$ cat src/rtl/tcap_pkg.sv
package tcap_pkg;
  localparam int WORD_W  = 8;
  localparam int STATE_W = 5;
  localparam int RSVD_W  = WORD_W - STATE_W - 1;

  typedef struct packed {
    logic [RSVD_W-1:0]  rsvd;
    logic               standby;
    logic [STATE_W-1:0] state;
  } tcap_word_t;

  // A word is malformed when any reserved bit is non-zero.
  function automatic logic word_is_malformed(input tcap_word_t w);
    return |w.rsvd;
  endfunction

  function automatic tcap_word_t raw_to_word(input logic [WORD_W-1:0] raw);
    return tcap_word_t'(raw);
  endfunction
endpackage

$ cat src/rtl/tcap_sync.sv
module tcap_sync #(
  parameter int WIDTH  = 3,
  parameter int STAGES = 2
) (
  input  logic             clk,
  input  logic             rst_n,
  input  logic [WIDTH-1:0] din,
  output logic [WIDTH-1:0] dout
);
  logic [STAGES-1:0][WIDTH-1:0] stage_q;

  always_ff @(posedge clk or negedge rst_n) begin
    if (!rst_n) begin
      stage_q <= '0;
    end else begin
      stage_q[0] <= din;
      for (int s = 1; s < STAGES; s++) stage_q[s] <= stage_q[s-1];
    end
  end

  assign dout = stage_q[STAGES-1];
endmodule

$ cat src/rtl/tcap_edge.sv
module tcap_edge #(
  parameter int WIDTH = 2
) (
  input  logic             clk,
  input  logic             rst_n,
  input  logic [WIDTH-1:0] lvl,
  output logic [WIDTH-1:0] rise,
  output logic [WIDTH-1:0] fall
);
  logic [WIDTH-1:0] prev_q;

  always_ff @(posedge clk or negedge rst_n) begin
    if (!rst_n) prev_q <= '0;
    else        prev_q <= lvl;
  end

  assign rise = lvl & ~prev_q;
  assign fall = ~lvl & prev_q;
endmodule

$ cat src/rtl/tcap_shift.sv
module tcap_shift #(
  parameter int WORD_W = 8
) (
  input  logic              clk,
  input  logic              rst_n,
  input  logic              shift_en,
  input  logic              bit_i,
  output logic [WORD_W-1:0] window_o
);
  logic [WORD_W-1:0] window_q;

  always_ff @(posedge clk or negedge rst_n) begin
    if (!rst_n)        window_q <= '0;
    else if (shift_en) window_q <= {window_q[WORD_W-2:0], bit_i};
  end

  assign window_o = window_q;

  AST_SHIFT_LSB_TAKES_BIT: assert property (@(posedge clk) disable iff (!rst_n)
    shift_en |=> window_q[0] == $past(bit_i));
  AST_WINDOW_HOLDS_IDLE: assert property (@(posedge clk) disable iff (!rst_n)
    !shift_en |=> $stable(window_q));
endmodule

$ cat src/rtl/tcap_serial_slave.sv
module tcap_serial_slave #(
  parameter int SYNC_STAGES = 2
) (
  input  logic       clk,
  input  logic       rst_n,
  input  logic       sen_i,
  input  logic       scl_i,
  input  logic       sda_i,
  output logic [4:0] tune_state_o,
  output logic       standby_o,
  output logic       update_o,
  output logic       frame_err_o
);
  import tcap_pkg::*;

  localparam int LINE_N = 3;
  localparam int EDGE_N = 2;

  // Named internal events
  logic [LINE_N-1:0] lines_sync;
  logic              sen_lvl, scl_lvl, sda_lvl;
  logic [EDGE_N-1:0] edge_rise, edge_fall;
  logic              scl_rise, sen_fall;
  logic              shift_en, commit;
  logic [WORD_W-1:0] window;
  tcap_word_t        next_word;

  tcap_sync #(.WIDTH(LINE_N), .STAGES(SYNC_STAGES)) u_sync (
    .clk  (clk),
    .rst_n(rst_n),
    .din  ({sen_i, scl_i, sda_i}),
    .dout (lines_sync)
  );
  assign {sen_lvl, scl_lvl, sda_lvl} = lines_sync;

  tcap_edge #(.WIDTH(EDGE_N)) u_edge (
    .clk  (clk),
    .rst_n(rst_n),
    .lvl  ({sen_lvl, scl_lvl}),
    .rise (edge_rise),
    .fall (edge_fall)
  );
  assign scl_rise = edge_rise[0];
  assign sen_fall = edge_fall[1];

  assign shift_en = scl_rise & sen_lvl;
  assign commit   = sen_fall;

  tcap_shift #(.WORD_W(WORD_W)) u_shift (
    .clk     (clk),
    .rst_n   (rst_n),
    .shift_en(shift_en),
    .bit_i   (sda_lvl),
    .window_o(window)
  );

  assign next_word = raw_to_word(window);

  logic [STATE_W-1:0] state_q;
  logic               standby_q, err_q, update_q;

  always_ff @(posedge clk or negedge rst_n) begin
    if (!rst_n) begin
      state_q   <= '0;
      standby_q <= 1'b0;
      err_q     <= 1'b0;
      update_q  <= 1'b0;
    end else begin
      update_q <= commit;
      if (commit) begin
        state_q   <= next_word.state;
        standby_q <= next_word.standby;
        err_q     <= word_is_malformed(next_word);
      end
    end
  end

  assign tune_state_o = state_q;
  assign standby_o    = standby_q;
  assign frame_err_o  = err_q;
  assign update_o     = update_q;

  AST_HOLD_WITHOUT_COMMIT: assert property (@(posedge clk) disable iff (!rst_n)
    !commit |=> ($stable(tune_state_o) && $stable(standby_o) && $stable(frame_err_o)));
  AST_STROBE_AFTER_FALL: assert property (@(posedge clk) disable iff (!rst_n)
    commit |=> update_o);
  AST_STROBE_ONE_CYCLE: assert property (@(posedge clk) disable iff (!rst_n)
    update_o |=> !update_o);
  AST_ERR_TRACKS_RSVD: assert property (@(posedge clk) disable iff (!rst_n)
    commit |=> (frame_err_o == $past(window[WORD_W-1:WORD_W-2] != 2'b00)));
  AST_NO_SHIFT_WHEN_DISABLED: assert property (@(posedge clk) disable iff (!rst_n)
    !sen_lvl |-> !shift_en);
endmodule

$ cat config.mk
export PLATFORM = sky130hd
export DESIGN_NAME = tcap_serial_slave
export DESIGN_NICKNAME = d
export VERILOG_FILES = /design/src/rtl/tcap_pkg.sv /design/src/rtl/tcap_sync.sv /design/src/rtl/tcap_edge.sv /design/src/rtl/tcap_shift.sv /design/src/rtl/tcap_serial_slave.sv
export SDC_FILE = /design/constraint.sdc
export NUM_CORES = 1
export LEC_CHECK = 0
export BUFFER_PORTS_ARGS = -buffer_cell sky130_fd_sc_hd__buf_4
export CORE_AREA = 2 2 53 55
export CTS_BUF_LIST = sky130_fd_sc_hd__clkbuf_16
export DETAILED_ROUTE_END_ITERATION = 6
export DIE_AREA = 0 0 55 57
export PLACE_DENSITY = 0.49
export SYNTH_ARGS = -nofsm -noshare
export SYNTH_HDL_FRONTEND = slang
export SYNTH_SLANG_ARGS = --single-unit
$ cat constraint.sdc
create_clock -name clk -period 2.63 [get_ports clk]
set_clock_uncertainty 0.1 [all_clocks]
set_input_delay 0.1315 -clock clk [delete_from_list [all_inputs] [get_ports clk]]
set_output_delay 0.1315 -clock clk [all_outputs]
set_load 0.05 [all_outputs]
==> flow_summary.json <==
{
  "numCtsBuffers": 3,
  "r2r_start": "u_sync.dout[2]",
  "netlist_area_um2": 847,
  "worst_hold_slack_ns": 0.210,
  "portBuffers": 12,
  "power_density_nw_per_um2": 1160,
  "syn_nets": 50,
  "gp_congestion": 0.605,
  "fin_crit_sh_pct": 44.4,
  "reg2reg_to": "tune_state_o[3]",
  "cts-root-buf": "clkbuf_16",
  "die_w_um": 55,
  "pwr-share-seq_pct": 42.9,
  "start_util_pct": 32.4,
  "rsz0062_at_grt": "no",
  "htree_levels": 1,
  "viasPerCell": 4.28,
  "combPwrFrac_pct": 31.8,
  "syn_avg_cell_area_um2": 18.8,
  "critPathCaptureType": "flop",
  "antenna_found_initial": 0,
  "clk_latency_ns": 0.25,
  "setup_viol": 0,
  "ys_seq_area_share_pct": 70.9,
  "nets": 70,
  "switching_power_uw": 410,
  "postRouteAntennaNets": 0,
  "maxCapViolCount": 0,
  "drt-wirelength-per-cell_um": 12.6,
  "core_um2": 2620,
  "cts_tree": "yes",
  "p_leak_uw": 0.000541,
  "fmax_mhz": 857,
  "num_vias": 402,
  "die_area_um2": 3140,
  "max-slew-margin-rel_pct": 80.0,
  "grt-ovfl-total": 0,
  "clkPwrFrac_pct": 25.3,
  "slowest_delay_ns": 0.41,
  "die_h_um": 57,
  "final_hold_viol_count": 0,
  "fin_setup_tns_ns": 0,
  "path_class": "reg -> reg",
  "area_delta_synth_final_pct": 27.5,
  "setup.worst_path.start_class": "flop",
  "hold_class": "in -> async",
  "grt_pass1_wl_um": 2010,
  "crit_slowest_cell": "dfrtp_1",
  "tightest_slew_ns": 0.300,
  "ir_drop_mv": 0.631,
  "diodes": 0,
  "post-route-drc-count": 0,
  "detail_route.iter0.violations": 11,
  "crit_path_max_fanout": 8,
  "swShare_pct": 32.7,
  "power_uw": 1250,
  "grt_start_max_net_pins": 25,
  "totalWireLength_um": 1180,
  "status": "completed",
  "grt_pass1_vias": 433,
  "track_usage_pct": 9.79,
  "r2r_slack_ns": 1.46,
  "crit_chain": "nand2b_4 > mux2_4",
  "dr.pass1.iters": 2,
  "drive_above_1_share_pct": 49.2,
  "synth-seq-cells": 24,
  "clk_pin_slew_worst_paths_ns": 0.06,
  "fillers": 244,
  "r2r_cells": 2,
  "worstPathRequired_ns": 2.67,
  "p_int_uw": 845,
  "cts_sinks": 24,
  "crit_path_start": "u_sync.dout[2]",
  "slew_viol_final": 0,
  "cts_resized": 0,
  "yosys_warnings": 0,
  "cts_buffer_depth": 2,
  "ioPinCount": 13,
  "synthDistinctLibCells": 9,
  "fin_crit_ns": 1.17,
  "row_count": 19,
  "postSynthCellCount": 45,
  "endpoint": "tune_state_o[3]",
  "cp.arrival_ns": 1.20
}
[repair_timing]
item / CTS / global route
setup buffers: 0 / 0
hold buffers: 4 / 0
hold endpoints to repair: 27 / 0
[worst min path at each step]
stage	to	depth (start not counted)
after floorplan	frame_err_o	0
after detailed placement	frame_err_o	1
after global placement	frame_err_o	1
final	frame_err_o	2
after CTS	frame_err_o	2
after global routing	u_sync.dout[1]	0
[stage by stage]
step	cells	cell area, um2	setup WS [ns]	util, %
6_report	94	1080	1.46	41.3
5_1_grt	94	1080	1.40	41.3
4_1_cts	94	1080	1.45	41.3
3_5_place_dp	87	965	1.46	36.9
3_3_place_gp	87	965	1.47	36.9
2_1_floorplan	45	847	1.45	-
[per-layer routing]
layer  part of all wire [%]  up-vias  track usage [%]
met1                     49      202             11.9
li1                       -      187                -
met4                    1.9        0             7.32
met2                     45       11             13.6
met3                    4.3        2             3.93
met5                      0        -                0
[cells in the mapped netlist]
library cell	n	area, um2
buf_6	1	11.3
dfrtp_1	24	601
inv_1	2	7.51
mux2_2	8	90.1
mux2_4	6	90.1
mux2i_1	1	10.0
nand2b_4	1	13.8
nand3b_4	1	20.0
nor2_1	1	3.75
[power groups by stage]
stage                     Combinational, uW  Clock [uW]  Sequential [uW]
final                                   399         317              538
after global routing                    420         346              559
after CTS                               404         330              542
after detailed placement                401           0              548
after global placement                  396           0              545
after floorplan                         126           0              702
[critical path, delay by kind of cell, from the launching register on]
family | cells | cell delay, ns
simple gates | 1 | 0.23
flops | 1 | 0.41
mux | 1 | 0.31
[cells in the final DEF, fill, tap and decap left out]
cell type,count
inv_1,2
dlygate4sd3_1,4
nor2_1,1
mux2_2,8
nand2b_4,1
nand3b_4,1
mux2i_1,1
dfrtp_1,24
mux2_4,6
clkbuf_16,3
buf_4,12
[registers in the layout (all words and copies together), names as in the netlist]
signal            cells
frame_err_o           1
standby_o             1
tune_state_o          5
u_edge.prev_q         2
u_shift.window_o      8
u_sync.dout           3
u_sync.stage_q        3
update_o              1
[kinds of logic after synthesis]
logic type	after synthesis	synth area share (%)
DFF	24	70.9
muxes	15	22.5
and+or+nand+nor	3	4.43
buffers and inverters	3	2.22
[cell type report]
type                    count  area (um2)  share of cell area (%)
flip-flops and latches     24         601                    55.6
multi-input cells          18         228                    21.1
repair buffers             16         130                    12.1
clock buffers               3        75.1                    6.95
well taps                  31        38.8                    3.59
inverters                   2        7.51                   0.695
No activity file was read; power rests on OpenSTA's default activity.
